==> src/rtl/dsr_pkg.sv <==
package dsr_pkg;

    localparam int AW = 32;

    typedef logic [AW-1:0] addr_t;

    typedef enum logic [1:0] {
        SZ_BYTE = 2'd0,
        SZ_HALF = 2'd1,
        SZ_WORD = 2'd2,
        SZ_RSVD = 2'd3
    } size_e;

    // Registered request
    typedef struct packed {
        logic  valid;
        addr_t addr;
        logic  write;
        size_e size;
        logic  dbg;
        logic  passthru;
        logic  probe_ok;
    } req_t;

    // Address classification
    typedef struct packed {
        logic dseg;
        logic probe_win;
        logic reg_win;
        logic trace_win;
        logic fast_win;
    } region_t;

    // Routing decision
    typedef struct packed {
        logic mem;
        logic probe;
        logic dreg;
        logic trace;
        logic err;
        logic fast;
    } route_t;

    // True when a lies in the 2**lg2 byte block that starts at base
    function automatic logic in_window(addr_t a, addr_t base, int unsigned lg2);
        addr_t keep;
        keep = ~((addr_t'(1) << lg2) - addr_t'(1));
        return (a & keep) == (base & keep);
    endfunction

    function automatic logic full_word(size_e s, logic [1:0] lo);
        return (s == SZ_WORD) && (lo == 2'b00);
    endfunction

endpackage

==> src/rtl/dsr_req_reg.sv <==
module dsr_req_reg
    import dsr_pkg::*;
(
    input  logic clk,
    input  logic rst,
    input  req_t d,
    output req_t q
);
    always_ff @(posedge clk) begin
        if (rst) begin
            q <= '0;
        end else begin
            q <= d;
        end
    end
endmodule

==> src/rtl/dsr_decode.sv <==
module dsr_decode
    import dsr_pkg::*;
#(
    parameter logic [31:0] DSEG_BASE = 32'hFF20_0000,
    parameter int unsigned WIN_LG2   = 20,
    parameter logic [31:0] TRACE_OFF = 32'h0000_1000,
    parameter int unsigned TRACE_LG2 = 12,
    parameter int unsigned FAST_LG2  = 4
) (
    input  addr_t   addr,
    output region_t reg_o
);
    localparam addr_t PROBE_BASE = DSEG_BASE;
    localparam addr_t DREG_BASE  = DSEG_BASE + (addr_t'(1) << WIN_LG2);
    localparam addr_t TRACE_BASE = DREG_BASE + TRACE_OFF;
    localparam int unsigned DSEG_LG2 = WIN_LG2 + 1;

    always_comb begin
        reg_o.dseg      = in_window(addr, DSEG_BASE, DSEG_LG2);
        reg_o.probe_win = in_window(addr, PROBE_BASE, WIN_LG2);
        reg_o.reg_win   = in_window(addr, DREG_BASE, WIN_LG2);
        reg_o.trace_win = in_window(addr, TRACE_BASE, TRACE_LG2);
        reg_o.fast_win  = in_window(addr, PROBE_BASE, FAST_LG2);
    end
endmodule

==> src/rtl/dsr_route.sv <==
module dsr_route
    import dsr_pkg::*;
(
    input  req_t    q,
    input  region_t g,
    output route_t  r
);
    always_comb begin
        r = '0;
        if (q.valid) begin
            if (!q.dbg || q.passthru || !g.dseg) begin
                r.mem = 1'b1;
            end else if (g.probe_win) begin
                if (q.probe_ok) begin
                    r.probe = 1'b1;
                    r.fast  = g.fast_win;
                end else begin
                    r.mem = 1'b1;
                end
            end else if (!full_word(q.size, q.addr[1:0])) begin
                r.err = 1'b1;
            end else if (g.trace_win) begin
                r.trace = 1'b1;
            end else begin
                r.dreg = 1'b1;
            end
        end
    end
endmodule

==> src/rtl/dseg_router.sv <==
module dseg_router
    import dsr_pkg::*;
#(
    parameter logic [31:0] DSEG_BASE = 32'hFF20_0000,
    parameter int unsigned WIN_LG2   = 20,
    parameter logic [31:0] TRACE_OFF = 32'h0000_1000,
    parameter int unsigned TRACE_LG2 = 12,
    parameter int unsigned FAST_LG2  = 4
) (
    input  logic        clk,
    input  logic        rst,
    input  logic        req_valid,
    input  logic [31:0] req_addr,
    input  logic        req_write,
    input  logic [1:0]  req_size,
    input  logic        dbg_mode,
    input  logic        dseg_passthru,
    input  logic        probe_present,
    input  logic        probe_enable,
    output logic        sel_mem,
    output logic        sel_probe,
    output logic        sel_dreg,
    output logic        sel_trace,
    output logic        addr_err,
    output logic        probe_fast,
    output logic        out_write
);
    req_t    req_d;
    req_t    req_q;
    region_t region;
    route_t  route;

    always_comb begin
        req_d.valid    = req_valid;
        req_d.addr     = req_addr;
        req_d.write    = req_write;
        req_d.size     = size_e'(req_size);
        req_d.dbg      = dbg_mode;
        req_d.passthru = dseg_passthru;
        req_d.probe_ok = probe_present & probe_enable;
    end

    dsr_req_reg u_reg (
        .clk (clk),
        .rst (rst),
        .d   (req_d),
        .q   (req_q)
    );

    dsr_decode #(
        .DSEG_BASE (DSEG_BASE),
        .WIN_LG2   (WIN_LG2),
        .TRACE_OFF (TRACE_OFF),
        .TRACE_LG2 (TRACE_LG2),
        .FAST_LG2  (FAST_LG2)
    ) u_dec (
        .addr  (req_q.addr),
        .reg_o (region)
    );

    dsr_route u_route (
        .q (req_q),
        .g (region),
        .r (route)
    );

    assign sel_mem    = route.mem;
    assign sel_probe  = route.probe;
    assign sel_dreg   = route.dreg;
    assign sel_trace  = route.trace;
    assign addr_err   = route.err;
    assign probe_fast = route.fast;
    assign out_write  = req_q.valid & req_q.write;
endmodule

==> config.mk <==
export PLATFORM = sky130hd
export DESIGN_NAME = dseg_router
export DESIGN_NICKNAME = d
export VERILOG_FILES = /design/src/rtl/dsr_pkg.sv /design/src/rtl/dsr_req_reg.sv /design/src/rtl/dsr_decode.sv /design/src/rtl/dsr_route.sv /design/src/rtl/dseg_router.sv
export SDC_FILE = /design/constraint.sdc
export NUM_CORES = 1
export LEC_CHECK = 0
export BUFFER_PORTS_ARGS = -buffer_cell sky130_fd_sc_hd__buf_2
export CAP_MARGIN = 20
export CORE_MARGIN = 5
export CORE_UTILIZATION = 44
export CTS_CLUSTER_SIZE = 12
export DETAILED_ROUTE_END_ITERATION = 12
export MAX_ROUTING_LAYER = met4
export PLACE_DENSITY = 0.82
export SYNTH_ARGS = -nofsm -noshare
export SYNTH_HDL_FRONTEND = slang
export SYNTH_SLANG_ARGS = --single-unit
==> constraint.sdc <==
create_clock -name clk -period 3.9 [get_ports clk]
set_clock_uncertainty 0.1 [all_clocks]
set_input_delay 0.78 -clock clk [delete_from_list [all_inputs] [get_ports clk]]
set_output_delay 0.78 -clock clk [all_outputs]
set_load 0.05 [all_outputs]
==> flow_summary.ini <==
[yosys]
synth-main-ff-cell = dfxtp_1
synth.cell_area_sq_um = 1160
yosys_warnings = 0
synth_top_area_share_pct = 63.9
synthMostInstantiatedCell = dfxtp_1
yosysTopAreaCell = dfxtp_1
async_flop_share_pct = 0
synth_seq_cells = 37
netlist_top_cells_count = dfxtp_1 (37), nor2b_1 (36), nor2_1 (4)
yosysUniqueCellTypes = 21
synthTopCellsByArea = dfxtp_1 (64%), nor2b_1 (19%), nand4b_4 (2.1%)
syn_inst = 101
yosysSeqAreaShare_pct = 63.9
syn_area_per_cell_sq_um = 11.5
synth_edf_count = 0
syn-num-nets = 143

[global_route]
grt_util_all_layers_pct = 13.2
grt_max_degree = 38
grt_pass1_vias = 835
grt_overflow = 0
antenna_found_initial = 0
grt_pass1_wl_microns = 3310

[power_and_ir_drop]
switchingPower_mw = 0.139
p_comb_share_pct = 6.9
p_seq_share_pct = 60.3
pwr-share-clk_pct = 32.8
intPower_mw = 0.529
ir_worst_vdd_mv = 0.305
p_per_area_nw_per_um2 = 450
leakagePower_nw = 0.687
p_sw_share_pct = 20.8

[drt]
drc_errors = 0
routedWlPerCell_microns = 11.1
drt_iter0_markers = 14
ant_nets = 0
first_pass_iters = 4
vias = 832
drt-total-wl_microns = 2030
via_per_inst = 4.57

[worst_hold_path]
hold_class = input port to flip-flop

[final_layout]
largest_reg_flops = 37
n_antenna_cell = 0
largest_register = u_reg.q
instances_no_fill = 182
reg_top3 = u_reg.q (37)
nNetsFinal = 193
final_area_sq_um = 1490
layout-area-overhead-vs-synth_pct = 28.2
drive_above_1_share_pct = 36.8

[cts]
hold_buffers = 0
clk_transition_reported_paths_ns = 0.10
cts_buffers = 5
h-tree-depth = 2
cts-root-buf = clkbuf_4
post_cts_buffers = 0
cts.sinks = 37
cts_tree = yes
clk_path_buf_depth = 2
cts_resized = 0

[die]
die_w_microns = 61.3
core_area_sq_um = 2500
die_area_sq_um = 3760
io_pins = 49
die_y_microns = 61.3
floorplan.initialDensity_pct = 46.3
row_count = 18

[timing]
finalMaxSlewViolations = 0
timing.fmax_ghz = 0.379
timing.setup.tns_ns = 0
rsz0062_at_grt = false
period_minus_slack_ns = 2.64
post-route-period-util_pct = 67.6
finalSetupViolCount = 0
finalHoldViolations = 0
slew_headroom_pct = 62.4
worst_pin_slew_ns = 0.564

[placement]
dpl_cell_area_sq_um = 1420
place.gp.congestion = 0.635
port_buffers = 46
dp_cells = 174

[job]
cap_violations = 0

[critical_path]
worstPathRequired_ns = 3.02
crit_arrival_ns = 1.76
criticalPathCategory = flip-flop to output port
path_buf_inv = 1
cp_top_family = simple AND/OR/NAND/NOR gates
crit_path_end = sel_dreg
crit_chain = nor4b_1, nand4_1, nor3b_1, buf_2
crit_path_max_incr_delay_ns = 0.39
crit_fanout = 2
startpoint = u_reg.q[3]
crit_cells = 4
startpoint_type = flip-flop
cpMaxStageDelayCell = nor4b_1
end_kind = output port

[outcome]
status = finished clean
## power by group through the flow
stage,sequential (mW),combinational [mW],clock [mW]
after floorplan,0.411,0.0249,0
after CTS,0.404,0.0472,0.226
after detailed placement,0.412,0.0472,0
final,0.404,0.0459,0.219
after global placement,0.412,0.0453,0
after global routing,0.406,0.0522,0.242
## worst min path at each step
stage | from | to | slack [ns] | cells after the start
CTS | req_addr[6] | u_reg.q[12] | 0.53 | 2
global route | req_addr[0] | u_reg.q[6] | 0.54 | 2
finish | req_addr[19] | u_reg.q[25] | 0.55 | 2
detailed placement | req_addr[29] | u_reg.q[35] | 0.89 | 2
global placement | req_addr[7] | u_reg.q[13] | 0.89 | 2
floorplan | rst | u_reg.q[12] | 0.75 | 1
## stage by stage
stage | hold slack [ns] | utilization [%] | setup WS [ns] | power (mW)
2_1_floorplan | 0.752 | - | 1.11 | 0.436
3_3_place_gp | 0.888 | 56.6 | 1.66 | 0.457
3_5_place_dp | 0.893 | 56.6 | 1.64 | 0.460
4_1_cts | 0.534 | 59.4 | 1.23 | 0.677
5_1_grt | 0.535 | 59.4 | 1.10 | 0.700
6_report | 0.549 | 59.4 | 1.26 | 0.669
## layout by cell type, fill, tap and decap left out, types with 2 or more instances in the layout
cell / synthesis / final
clkbuf_4: 0 / 5
dfxtp_1: 37 / 37
nor2_1: 4 / 4
nand4b_1: 2 / 2
nor4_1: 2 / 2
nor3_1: 2 / 2
buf_2: 0 / 46
nand4_1: 2 / 2
nor2b_1: 36 / 36
clkbuf_8: 0 / 2
## layer usage
layer / global-route usage [%] / wire [microns] / up-vias
met1: 11.6 / 707 / 369
met5: - / 0 / -
met4: 6.50 / 44 / 0
li1: - / - / 430
met3: 7.34 / 179 / 7
met2: 22.5 / 1100 / 26
## cell families after synthesis
kind of cell	count (synthesis)	share of synthesized area, %
AOI/OAI and AO/OA	2	1.08
and+or+nand+nor	59	34.0
DFF	37	63.9
buffers and inverters	3	0.972
## cell type report
class | count | area (sq um)
clock buffer | 7 | 65.1
clock inverter | 1 | 5.00
fill | 219 | 1010
multi-input combinational | 61 | 407
sequential | 37 | 741
tap | 30 | 37.5
timing repair buffer | 46 | 230
No activity file was read; power rests on OpenSTA's default activity.
